**config.mk**
```make
export PLATFORM = sky130hd
export DESIGN_NAME = setup_capture_buf
export DESIGN_NICKNAME = d
export VERILOG_FILES = /design/src/rtl/setup_buf_pkg.sv /design/src/rtl/setup_wr_ctrl.sv /design/src/rtl/setup_store.sv /design/src/rtl/setup_rd_ctrl.sv /design/src/rtl/setup_capture_buf.sv
export SDC_FILE = /design/constraint.sdc
export NUM_CORES = 1
export LEC_CHECK = 0
export BUFFER_PORTS_ARGS = -buffer_cell sky130_fd_sc_hd__buf_2
export CAP_MARGIN = 30
export CELL_PAD_IN_SITES_DETAIL_PLACEMENT = 0
export CELL_PAD_IN_SITES_GLOBAL_PLACEMENT = 1
export CORE_MARGIN = 1.5
export CORE_UTILIZATION = 50
export DETAILED_ROUTE_END_ITERATION = 10
export PLACE_DENSITY_LB_ADDON = 0.1
export SYNTH_ARGS = -nofsm -noshare
export SYNTH_HDL_FRONTEND = slang
export SYNTH_SLANG_ARGS = --single-unit
```
**constraint.sdc**
```tcl
create_clock -name clk -period 1.95 [get_ports clk]
set_clock_uncertainty 0.1 [all_clocks]
set_input_delay 0.585 -clock clk [delete_from_list [all_inputs] [get_ports clk]]
set_output_delay 0.585 -clock clk [all_outputs]
set_load 0.005 [all_outputs]
```
**src/rtl/setup_buf_pkg.sv**
```systemverilog
package setup_buf_pkg;
   // Outcome of a CPU read strobe in one cycle
   typedef enum logic [1:0] {
      RD_IDLE    = 2'd0,
      RD_DELIVER = 2'd1,
      RD_REFUSED = 2'd2
   } rd_kind_e;
endpackage

```
**src/rtl/setup_wr_ctrl.sv**
```systemverilog
module setup_wr_ctrl #(
   parameter int DEPTH = 8
) (
   input  logic                     clk,
   input  logic                     rst_n,
   input  logic                     wr_en,
   output logic [$clog2(DEPTH)-1:0] wr_idx,
   output logic                     cap_start,
   output logic                     cap_done,
   output logic                     busy
);
   localparam int IDX_W = $clog2(DEPTH);
   localparam logic [IDX_W-1:0] LAST = IDX_W'(DEPTH - 1);

   logic [IDX_W-1:0] wr_ptr_q;

   always_ff @(posedge clk or negedge rst_n) begin
      if (!rst_n) begin
         wr_ptr_q <= '0;
      end else if (wr_en) begin
         if (wr_ptr_q == LAST) wr_ptr_q <= '0;
         else                  wr_ptr_q <= wr_ptr_q + 1'b1;
      end
   end

   always_comb begin
      wr_idx    = wr_ptr_q;
      cap_start = wr_en && (wr_ptr_q == '0);
      cap_done  = wr_en && (wr_ptr_q == LAST);
      busy      = (wr_ptr_q != '0);
   end
endmodule

```
**src/rtl/setup_store.sv**
```systemverilog
module setup_store #(
   parameter int DATA_W = 8,
   parameter int DEPTH  = 8
) (
   input  logic                     clk,
   input  logic                     rst_n,
   input  logic                     wr_en,
   input  logic [$clog2(DEPTH)-1:0] wr_idx,
   input  logic [DATA_W-1:0]        wr_data,
   input  logic [$clog2(DEPTH)-1:0] rd_idx,
   output logic [DATA_W-1:0]        rd_data
);
   localparam int IDX_W = $clog2(DEPTH);

   logic [DATA_W-1:0] slot_q [DEPTH];

   for (genvar g = 0; g < DEPTH; g++) begin : g_slot
      always_ff @(posedge clk or negedge rst_n) begin
         if (!rst_n) begin
            slot_q[g] <= '0;
         end else if (wr_en && (wr_idx == IDX_W'(g))) begin
            slot_q[g] <= wr_data;
         end
      end
   end

   assign rd_data = slot_q[rd_idx];
endmodule

```
**src/rtl/setup_rd_ctrl.sv**
```systemverilog
module setup_rd_ctrl
   import setup_buf_pkg::*;
#(
   parameter int                DATA_W       = 8,
   parameter int                DEPTH        = 8,
   parameter logic [DATA_W-1:0] INVALID_BYTE = '0
) (
   input  logic                     clk,
   input  logic                     rst_n,
   input  logic                     rd_en,
   input  logic                     usb_active,
   input  logic                     cap_start,
   input  logic                     cap_done,
   input  logic [DATA_W-1:0]        store_data,
   output logic [$clog2(DEPTH)-1:0] rd_idx,
   output logic                     valid,
   output logic                     overrun,
   output logic [DATA_W-1:0]        rd_data
);
   localparam int IDX_W = $clog2(DEPTH);
   localparam logic [IDX_W-1:0] LAST = IDX_W'(DEPTH - 1);

   rd_kind_e         kind;
   logic [IDX_W-1:0] idx_q;
   logic             valid_q;
   logic             overrun_q;
   logic             dirty_q;    // current capture began over a partial drain
   logic [DATA_W-1:0] data_q;

   always_comb begin
      if (!rd_en)                     kind = RD_IDLE;
      else if (valid_q && !usb_active) kind = RD_DELIVER;
      else                            kind = RD_REFUSED;
   end

   always_ff @(posedge clk or negedge rst_n) begin
      if (!rst_n) begin
         idx_q <= '0;
      end else if (cap_start) begin
         idx_q <= '0;
      end else if (kind == RD_DELIVER) begin
         if (idx_q == LAST) idx_q <= '0;
         else               idx_q <= idx_q + 1'b1;
      end
   end

   always_ff @(posedge clk or negedge rst_n) begin
      if (!rst_n) begin
         valid_q <= 1'b0;
      end else if (cap_start) begin
         valid_q <= 1'b0;
      end else if (cap_done) begin
         valid_q <= 1'b1;
      end else if ((kind == RD_DELIVER) && (idx_q == LAST)) begin
         valid_q <= 1'b0;
      end
   end

   always_ff @(posedge clk or negedge rst_n) begin
      if (!rst_n) begin
         dirty_q   <= 1'b0;
         overrun_q <= 1'b0;
      end else begin
         if (cap_start) begin
            dirty_q <= (idx_q != '0);
            if (idx_q != '0) overrun_q <= 1'b1;
         end else if (cap_done) begin
            overrun_q <= dirty_q;
         end
      end
   end

   always_ff @(posedge clk or negedge rst_n) begin
      if (!rst_n) begin
         data_q <= INVALID_BYTE;
      end else begin
         case (kind)
            RD_DELIVER: data_q <= store_data;
            RD_REFUSED: data_q <= INVALID_BYTE;
            default:    data_q <= data_q;
         endcase
      end
   end

   assign rd_idx  = idx_q;
   assign valid   = valid_q;
   assign overrun = overrun_q;
   assign rd_data = data_q;
endmodule

```
**src/rtl/setup_capture_buf.sv**
```systemverilog
module setup_capture_buf #(
   parameter int                DATA_W       = 8,
   parameter int                DEPTH        = 8,
   parameter logic [DATA_W-1:0] INVALID_BYTE = '0
) (
   input  logic                     clk,
   input  logic                     rst_n,
   input  logic                     usb_wr_en,
   input  logic [DATA_W-1:0]        usb_wr_data,
   input  logic                     cpu_rd_en,
   output logic [DATA_W-1:0]        cpu_rd_data,
   output logic [$clog2(DEPTH)-1:0] cpu_rd_index,
   output logic                     setup_valid,
   output logic                     setup_overrun,
   output logic                     capture_busy
);
   localparam int IDX_W = $clog2(DEPTH);

   if (DEPTH < 2 || (DEPTH & (DEPTH - 1)) != 0) begin : g_bad_depth
      $error("setup_capture_buf: DEPTH must be a power of two of at least 2");
   end
   if (DATA_W < 1) begin : g_bad_width
      $error("setup_capture_buf: DATA_W must be positive");
   end

   logic [IDX_W-1:0]  wr_ptr;
   logic              cap_start;
   logic              cap_done;
   logic [DATA_W-1:0] store_rd;

   setup_wr_ctrl #(.DEPTH(DEPTH)) u_wr (
      .clk       (clk),
      .rst_n     (rst_n),
      .wr_en     (usb_wr_en),
      .wr_idx    (wr_ptr),
      .cap_start (cap_start),
      .cap_done  (cap_done),
      .busy      (capture_busy)
   );

   setup_store #(.DATA_W(DATA_W), .DEPTH(DEPTH)) u_store (
      .clk     (clk),
      .rst_n   (rst_n),
      .wr_en   (usb_wr_en),
      .wr_idx  (wr_ptr),
      .wr_data (usb_wr_data),
      .rd_idx  (cpu_rd_index),
      .rd_data (store_rd)
   );

   setup_rd_ctrl #(
      .DATA_W(DATA_W), .DEPTH(DEPTH), .INVALID_BYTE(INVALID_BYTE)
   ) u_rd (
      .clk        (clk),
      .rst_n      (rst_n),
      .rd_en      (cpu_rd_en),
      .usb_active (usb_wr_en),
      .cap_start  (cap_start),
      .cap_done   (cap_done),
      .store_data (store_rd),
      .rd_idx     (cpu_rd_index),
      .valid      (setup_valid),
      .overrun    (setup_overrun),
      .rd_data    (cpu_rd_data)
   );
endmodule

```
==> metrics.cfg, run 1 <==
[timing]
fin_tns_setup_ns=0
hold_violations=0
fin_crit_sh_pct=96.3
rsz0062_at_grt=no
setup_viol=0
drv_slew=0
worst_slew_pin_slew_ns=0.489
min_period_ns=1.88
max_freq_mhz=533
max_slew_margin_pct=67.4

[clock_network]
insertion_delay_ns=0.34
clk_pin_slew_ns=0.08
ctsRootBufferMaster=clkbuf_8
cts_tree=done
cts.htree.levels=3
cts_sinks=81
cts_hold_buf=0
clockBufferDepth=2
cts_made_buffers=9

[run_status]
outcome=finished, final reports clean

[power]
p_sw_share_pct=30.6
p_sw_mw=2.01
power.share.combinational_pct=37.4
p_total_mw=6.55
power.share.sequential_pct=44.6
leakage_nw=1.96
power.density_nw_per_um2=1520
cellInternalPower_mw=4.55
vdd_drop_max_uv=612
clock_power_share_pct=18.0

[setup_path]
critPathRequiredTime_ns=1.26
r2r_cells=5
cp_slowest_cell=dfrtp_1
crit_type=flop to output pin
crit_arrival_ns=1.19
endpoint_kind=output pin
critical-path-top-delay-family=flip-flops
path_cells=buf_2
slowest_delay_ns=0.65
cp_max_fo=12
crit_buf_inv=1
r2r_end=u_store.slot_q[5]$_DFFE_PN0P_
cp-start-kind=flop
r2r-start=u_wr.wr_idx[0]$_DFFE_PN0P_
reg2reg_slack_ns=0.17

[grt]
top_usage_layer=met1
grt_overflow_total=0
grt_use_met1_pct=31.6
grt_start_max_net_pins=33
grt_pass1_wl_mm=12.1
grt_use_met2_pct=31.5
grt_pass1_vias=2178
grt_usage_pct=21.2
met3_usage_pct=3.56
antenna_found_initial=0

[detailed_routing]
drt_iter0_drc=83
first_pass_iters=4
vias_per_cell=5.51
ant_nets=0
routedWlPerCell_um=19.1
remaining_drc_errors=0
wirelength_mm=7.85
num_vias=2266

[die]
ios=26
die-area_um2=8040
start_util_pct=51.8
core-area_um2=7250
die_w_um=89.7
die_h_um=89.7
rows=31

[final_layout]
drive_above_1_share_pct=48.4
area_growth_syn_to_layout_pct=15.1
final_cell_mix=81 x mux2_2, 80 x dfrtp_1, 24 x buf_2
mostFrequentLayoutCell=mux2_2
fin_nets=329
antenna_cells=0
fillers=606

[flow_run]
cap_violations=0

[logic_synthesis]
synthCells=262
yosysUniqueCellTypes=29
yosysSeqAreaShare_pct=54.0
syn_avg_cell_area_um2=14.3
ys_ff_latch=81
netlist_area_um2=3750
synthesis.nets=283
ys_warn_count=0

[placement]
portBuffers=25
place_congestion=0.730
dp_hpwl_mm=5.14

[hold_path]
hp-class=primary input to asynchronous set/reset pin

-- worst register-to-register path, stage by stage (launching register included) --
cell and delay (ns):
dfrtp_1 0.42, ha_1 0.24, ha_1 0.21, nand2_1 0.14, buf_4 0.21, mux2_2 0.34
-- registers in the layout (all words and copies together), names as in the netlist --
register	cells
u_rd.valid	1
u_wr.wr_idx	3
u_rd.dirty_q	1
u_rd.rd_data	8
u_rd.overrun	1
u_rd.rd_idx	3
u_store.slot_q	64
-- Yosys cell counts --
cell type / n / area (um2)
nor2_1: 11 / 41.3
nand3_1: 1 / 5.00
o21ai_0: 3 / 15.0
or3_1: 1 / 6.26
mux2_2: 81 / 912
clkbuf_2: 1 / 5.00
ha_1: 9 / 113
a21oi_1: 2 / 10.0
o22ai_1: 8 / 50.1
inv_1: 13 / 48.8
nand2b_1: 2 / 12.5
o32ai_1: 8 / 70.1
dfrtp_1: 81 / 2030
o211ai_1: 1 / 7.51
buf_2: 5 / 25.0
and3_1: 1 / 6.26
nand2_1: 7 / 26.3
nor2b_1: 1 / 6.26
buf_6: 1 / 11.3
o21bai_1: 1 / 7.51
buf_12: 1 / 20.0
nand3b_1: 3 / 22.5
mux4_1: 7 / 184
mux4_2: 1 / 22.5
buf_4: 3 / 22.5
nand3_2: 4 / 40.0
clkbuf_1: 1 / 3.75
mux2i_1: 3 / 30.0
clkinv_1: 1 / 3.75
-- worst max path at each step --
stage / from / end / slack [ns] / depth (start not counted)
3_5_place_dp: usb_wr_en / u_rd.overrun$_DFFE_PN0P_ / 0.12 / 4
5_1_grt: u_rd.rd_idx[2]$_DFFE_PN0P_ / cpu_rd_index[2] / 0.001 / 1
4_1_cts: u_wr.wr_idx[0]$_DFFE_PN0P_ / capture_busy / 0.002 / 4
2_1_floorplan: usb_wr_en / u_store.slot_q[32]$_DFFE_PN0P_ / 0.28 / 4
3_3_place_gp: usb_wr_en / u_rd.overrun$_DFFE_PN0P_ / 0.16 / 4
6_report: u_rd.rd_idx[2]$_DFFE_PN0P_ / cpu_rd_index[2] / 0.07 / 1
-- power groups by stage --
stage	Combinational, mW	Sequential (mW)	Clock (mW)
finish	2.45	2.92	1.18
global route	2.68	3.02	1.30
CTS	2.43	2.93	1.21
detailed placement	2.39	2.96	0
global placement	2.34	2.92	0
floorplan	1.90	2.77	0
-- layer usage --
layer | share of wire [%] | vias up | wire length (um)
met5 | 0 | - | 0
met4 | 0.96 | 0 | 75
met3 | 2.2 | 6 | 169
met2 | 48 | 29 | 3730
met1 | 49 | 1189 | 3880
li1 | - | 1042 | -
-- cells by family after synthesis --
group / synth area share [%]
muxes: 30.6
DFF: 54.0
and+or+nand+nor: 4.43
buffers and inverters: 3.73
AOI/OAI and AO/OA: 4.27
adders and majority gates: 3.00
-- timing repair --
action,4_1_cts,5_1_grt
gates resized for setup,3,2
pin swaps,0,0
setup endpoints to repair,1,1
setup buffers,0,3
-- metrics by stage --
stage	hold WS, ns	setup WS, ns	cell area [um2]	cells	util, %
after detailed placement	0.381	0.125	4100	393	56.5
after global placement	0.366	0.156	4100	393	56.5
final	0.0472	0.0723	4320	411	59.6
after floorplan	0.189	0.285	3750	262	-
after CTS	0.0513	0.00190	4300	408	59.3
after global routing	0.0532	0.00146	4320	411	59.6
-- final cells by class --
cell class / instances / area, um2 / area share [%]
Tap cell: 99 / 124 / 2.87
Timing Repair Buffer: 47 / 330 / 7.65
Clock inverter: 5 / 57.6 / 1.33
Multi-Input combinational cell: 155 / 1600 / 37.0
Inverter: 14 / 52.6 / 1.22
Sequential cell: 81 / 2030 / 46.9
Clock buffer: 10 / 128 / 2.95
No activity file was read; power rests on OpenSTA's default activity.
==> inputs of run 2 (changes only) <==
- clock period: 1.95 -> 1.98 ns (I/O delays scaled with it)
==> run 2 against run 1 <==
  * Routed wire length increased by 1.3%
  * Core utilization increased by 0.48 points
  * First-iteration DRC count increased by 9.6%
  * Sequential power decreased by 2%
  * Sequential share of layout area decreased by 0.41 points
  * Die area unchanged
  * Clock-buffer cell count unchanged
  * Via count decreased by 0.75%
  * Power increased by 1.2%
  * Register-to-register slack improved by 0.05 ns
  * Combinational power about the same
  * Clock power increased by 14%
  * Critical path type unchanged
  * Largest cell class unchanged
  * Highest routed layer unchanged
==> metrics.cfg, run 2 (synthesis gave the netlist of run 1 again) <==
[timing]
drv_slew=0
worst_slew_pin_slew_ns=0.379
fin_crit_sh_pct=95.8
min_period_ns=1.90
hold_violations=0
max_freq_mhz=527
setup_viol=0
worst_slack_ns=0.0833
rsz0062_at_grt=no
max_slew_margin_pct=74.7
fin_tns_setup_ns=0

[die]
die_h_um=89.7
ios=26
core-area_um2=7250
start_util_pct=51.8
rows=31
die_w_um=89.7
die-area_um2=8040

[final_layout]
top_register=u_store.slot_q
fin_nets=328
multiInputGateArea_um2=1600
register_area_um2=2030
utilization_pct=60.0
area_growth_syn_to_layout_pct=16.0
antenna_cells=0
drive_above_1_share_pct=48.7
largest_reg_flops=64
fillers=579
final_cells=411
final_cell_mix=81 x mux2_2, 81 x dfrtp_1, 24 x buf_2

[placement]
portBuffers=25
dp_cells=395
place_ws_ns=0.163
dp_hpwl_mm=5.30
place_congestion=0.727

[detailed_routing]
drt_iter0_drc=91
vias_per_cell=5.47
num_vias=2249
wirelength_mm=7.95
routedWlPerCell_um=19.3
remaining_drc_errors=0
ant_nets=0
first_pass_iters=7

[setup_path]
cp-start-kind=flop
crit_arrival_ns=1.20
endpoint_kind=output pin
reg2reg_slack_ns=0.22
cp-startpoint=u_wr.wr_idx[2]$_DFFE_PN0P_
crit_type=flop to output pin
cp_max_fo=7
r2r_cells=5
critPathRequiredTime_ns=1.29
r2r_end=u_store.slot_q[3]$_DFFE_PN0P_
r2r-start=u_wr.wr_idx[0]$_DFFE_PN0P_
crit_path_end=capture_busy

[clock_network]
cts_tree=done
cts_setup_buffers=0
insertion_delay_ns=0.34
clockBufferDepth=2
ctsRootBufferMaster=clkbuf_8
cts_sinks=81
clk_pin_slew_ns=0.08
cts_made_buffers=9
cts.htree.levels=3

[flow_run]
cap_violations=0

[grt]
grt_pass1_vias=2246
grt_start_max_net_pins=31
grt_pass1_wl_mm=12.5
grt_overflow_total=0
grt_usage_pct=22.1
antenna_found_initial=0

[power]
vdd_drop_max_uv=857
leakage_nw=1.98
power.density_nw_per_um2=1520
p_total_mw=6.63

[run_status]
outcome=finished, final reports clean

[hold_path]
hp-class=primary input to asynchronous set/reset pin

run 2: repair_timing:
item	CTS	global route
pin swaps	1	0
setup endpoints to repair	1	1
hold buffers	0	0
resized for setup	3	2
run 2: stage by stage:
step	hold WS, ns	area [um2]
6_report	0.0569	4360
5_1_grt	0.0805	4360
4_1_cts	0.0684	4360
3_5_place_dp	0.367	4110
3_3_place_gp	0.363	4110
2_1_floorplan	0.198	3750
run 2: worst max-delay path: stages, from the launching register on:
cell	delay [ns]
dfrtp_1	0.48
clkinv_2	0.18
nand2_1	0.09
buf_2	0.10
run 2: layer usage:
layer | global-route usage, % | vias to the layer above | wire length, um
met2 | 33.6 | 42 | 3770
met4 | 8.11 | 0 | 129
met1 | 32.3 | 1147 | 3790
met5 | 0 | - | 0
met3 | 3.29 | 10 | 269
li1 | - | 1050 | -
run 2: final cells by class:
cell class	instances	area share [%]
tap	99	2.84
clock inverter	6	2.07
inverter	14	1.24
multi-input combinational	155	36.7
clock buffer	10	3.16
sequential	81	46.5
timing repair buffer	46	7.41
run 2: how the worst min path moves through the flow:
| stage | from | end | slack [ns] | cells past startpoint |
|---|---|---|---|---|
| floorplan | rst_n | u_rd.dirty_q$_DFFE_PN0P_ | 0.20 | 0 |
| global placement | u_rd.dirty_q$_DFFE_PN0P_ | u_rd.dirty_q$_DFFE_PN0P_ | 0.36 | 2 |
| detailed placement | u_rd.dirty_q$_DFFE_PN0P_ | u_rd.dirty_q$_DFFE_PN0P_ | 0.37 | 2 |
| CTS | rst_n | u_store.slot_q[32]$_DFFE_PN0P_ | 0.07 | 1 |
| global route | rst_n | u_store.slot_q[23]$_DFFE_PN0P_ | 0.08 | 1 |
| finish | rst_n | u_store.slot_q[23]$_DFFE_PN0P_ | 0.06 | 1 |
run 2: report_power, final:
part / total [mW] / internal [mW] / switching [mW] / leakage, nW
logic: 2.42 / 1.45 / 0.975 / 0.871
registers: 2.86 / 2.43 / 0.422 / 0.992
clock network: 1.35 / 0.749 / 0.605 / 0.113
total: 6.63 / 4.63 / 2.00 / 1.98
==> inputs of run 3 (changes only) <==
- REMOVE_ABC_BUFFERS: default -> 1
==> run 3 against run 2 <==
  * Register-to-register slack worse by 0.09 ns
  * Worst hold slack better by 0.10 ns
  * Power up 1.8%
  * First-iteration DRC count down 32%
  * Critical path depth up 1
  * Flip-flop and latch count unchanged
  * Clock-buffer cell count unchanged
  * Cell count down 0.49%
  * Die area unchanged
  * Global-route usage down 0.36 points
==> metrics.cfg, run 3 (synthesis gave the netlist of run 1 again) <==
[final_layout]
area_growth_syn_to_layout_pct=16.2
fillers=594
register_area_um2=2030
antenna_cells=0
top_register=u_store.slot_q
multiInputGateArea_um2=1600
final_cells=409
final_cell_mix=81 x mux2_2, 80 x dfrtp_1, 24 x buf_2
final_cell_area_um2=4360
largest_reg_flops=64
drive_above_1_share_pct=48.4
mostFrequentLayoutCell=mux2_2
fin_nets=326

[timing]
worst_slew_pin_slew_ns=0.428
fin_tns_setup_ns=0
max_freq_mhz=527
min_period_ns=1.90
max_slew_margin_pct=71.4
drv_slew=0
fin_crit_sh_pct=95.8
rsz0062_at_grt=no
hold_violations=0
setup_viol=0

[die]
die_w_um=89.7
core-area_um2=7250
ios=26
start_util_pct=51.8
die-area_um2=8040
die_h_um=89.7
rows=31

[detailed_routing]
remaining_drc_errors=0
vias_per_cell=5.50
num_vias=2249
drt_iter0_drc=62
first_pass_iters=4
wirelength_mm=7.82
routedWlPerCell_um=19.1
ant_nets=0

[setup_path]
reg2reg_slack_ns=0.13
r2r_end=u_store.slot_q[2]$_DFFE_PN0P_
critPathRequiredTime_ns=1.29
r2r_cells=6
endpoint_kind=output pin
cp_max_fo=5
r2r-start=u_wr.wr_idx[0]$_DFFE_PN0P_
cp-start-kind=flop
crit_type=flop to output pin
crit_arrival_ns=1.20

[clock_network]
cts_tree=done
clockBufferDepth=2
clk_pin_slew_ns=0.08
cts.htree.levels=3
insertion_delay_ns=0.34
cts_made_buffers=9
ctsRootBufferMaster=clkbuf_8
cts_sinks=81
cts_hold_buf=0

[grt]
grt_overflow_total=0
grt_usage_pct=21.7
grt_start_max_net_pins=82
grt_pass1_vias=2311
grt_use_met2_pct=33.4
grt_pass1_wl_mm=12.3
grt_use_met1_pct=30.5
antenna_found_initial=0
top_usage_layer=met2
met3_usage_pct=3.47

[placement]
dp_hpwl_mm=4.96
postPlaceCellArea_um2=4080
portBuffers=25
place_congestion=0.751
dp_cells=391

[run_status]
outcome=finished, final reports clean

[flow_run]
cap_violations=0

[power]
p_total_mw=6.75
power.density_nw_per_um2=1550
vdd_drop_max_uv=768
leakage_nw=1.98

[hold_path]
hp-class=primary input to asynchronous set/reset pin

==> run 3: cell types whose count changed in the layout (fill, tap and decap cells not counted), sizes merged <==
cell      change
buf           -2
bufinv        +1
clkinvlp      -1
==> run 3: final cells by class <==
cell class | count | area share, %
sequential | 81 | 46.5
multi-input combinational | 155 | 36.7
timing repair buffer | 44 | 7.05
tap | 99 | 2.84
clock buffer | 10 | 3.15
clock inverter | 6 | 2.58
inverter | 14 | 1.20
==> run 3: worst max path at each step <==
stage	startpoint	end	slack (ns)	cells after the start
6_report	u_wr.wr_idx[1]$_DFFE_PN0P_	capture_busy	0.08	4
5_1_grt	u_wr.wr_idx[1]$_DFFE_PN0P_	capture_busy	0.008	4
4_1_cts	u_wr.wr_idx[1]$_DFFE_PN0P_	capture_busy	0.0006	4
3_5_place_dp	usb_wr_en	u_store.slot_q[13]$_DFFE_PN0P_	0.15	4
3_3_place_gp	usb_wr_en	u_store.slot_q[12]$_DFFE_PN0P_	0.18	4
2_1_floorplan	u_rd.rd_idx[0]$_DFFE_PN0P_	u_rd.rd_data[0]$_DFFE_PN0P_	0.03	3
==> run 3: stage by stage <==
step | worst slack (ns) | hold WS [ns] | util, %
after floorplan | 0.0311 | 0.198 | -
after global placement | 0.178 | 0.359 | 56.3
after detailed placement | 0.150 | 0.382 | 56.3
after CTS | 0.000581 | 0.181 | 59.9
after global routing | 0.00839 | 0.176 | 60.2
final | 0.0822 | 0.158 | 60.2
==> run 3: critical path, stage by stage (launching register included) <==
cell     delay [ns]
dfrtp_1        0.42
inv_2          0.10
ha_4           0.15
nand2_1        0.06
buf_2          0.12
==> run 3: where the power goes <==
part | switching (mW) | leakage, nW | internal [mW] | total [mW]
clock network | 0.600 | 0.127 | 0.877 | 1.48
registers | 0.407 | 0.991 | 2.43 | 2.84
logic | 0.980 | 0.859 | 1.45 | 2.43
total | 1.99 | 1.98 | 4.76 | 6.75
==> run 3: per-layer routing <==
layer | wire [um] | part of all wire (%) | vias to the layer above
li1 | - | - | 1049
met1 | 3850 | 49 | 1148
met2 | 3570 | 46 | 36
met3 | 213 | 2.7 | 16
met4 | 184 | 2.4 | 0
met5 | 0 | 0 | -
==> run 3: timing repair <==
item,in CTS,in global routing
gates cloned,0,0
buffers inserted,1,1
resized for setup,2,3
endpoints found under the setup margin,1,1
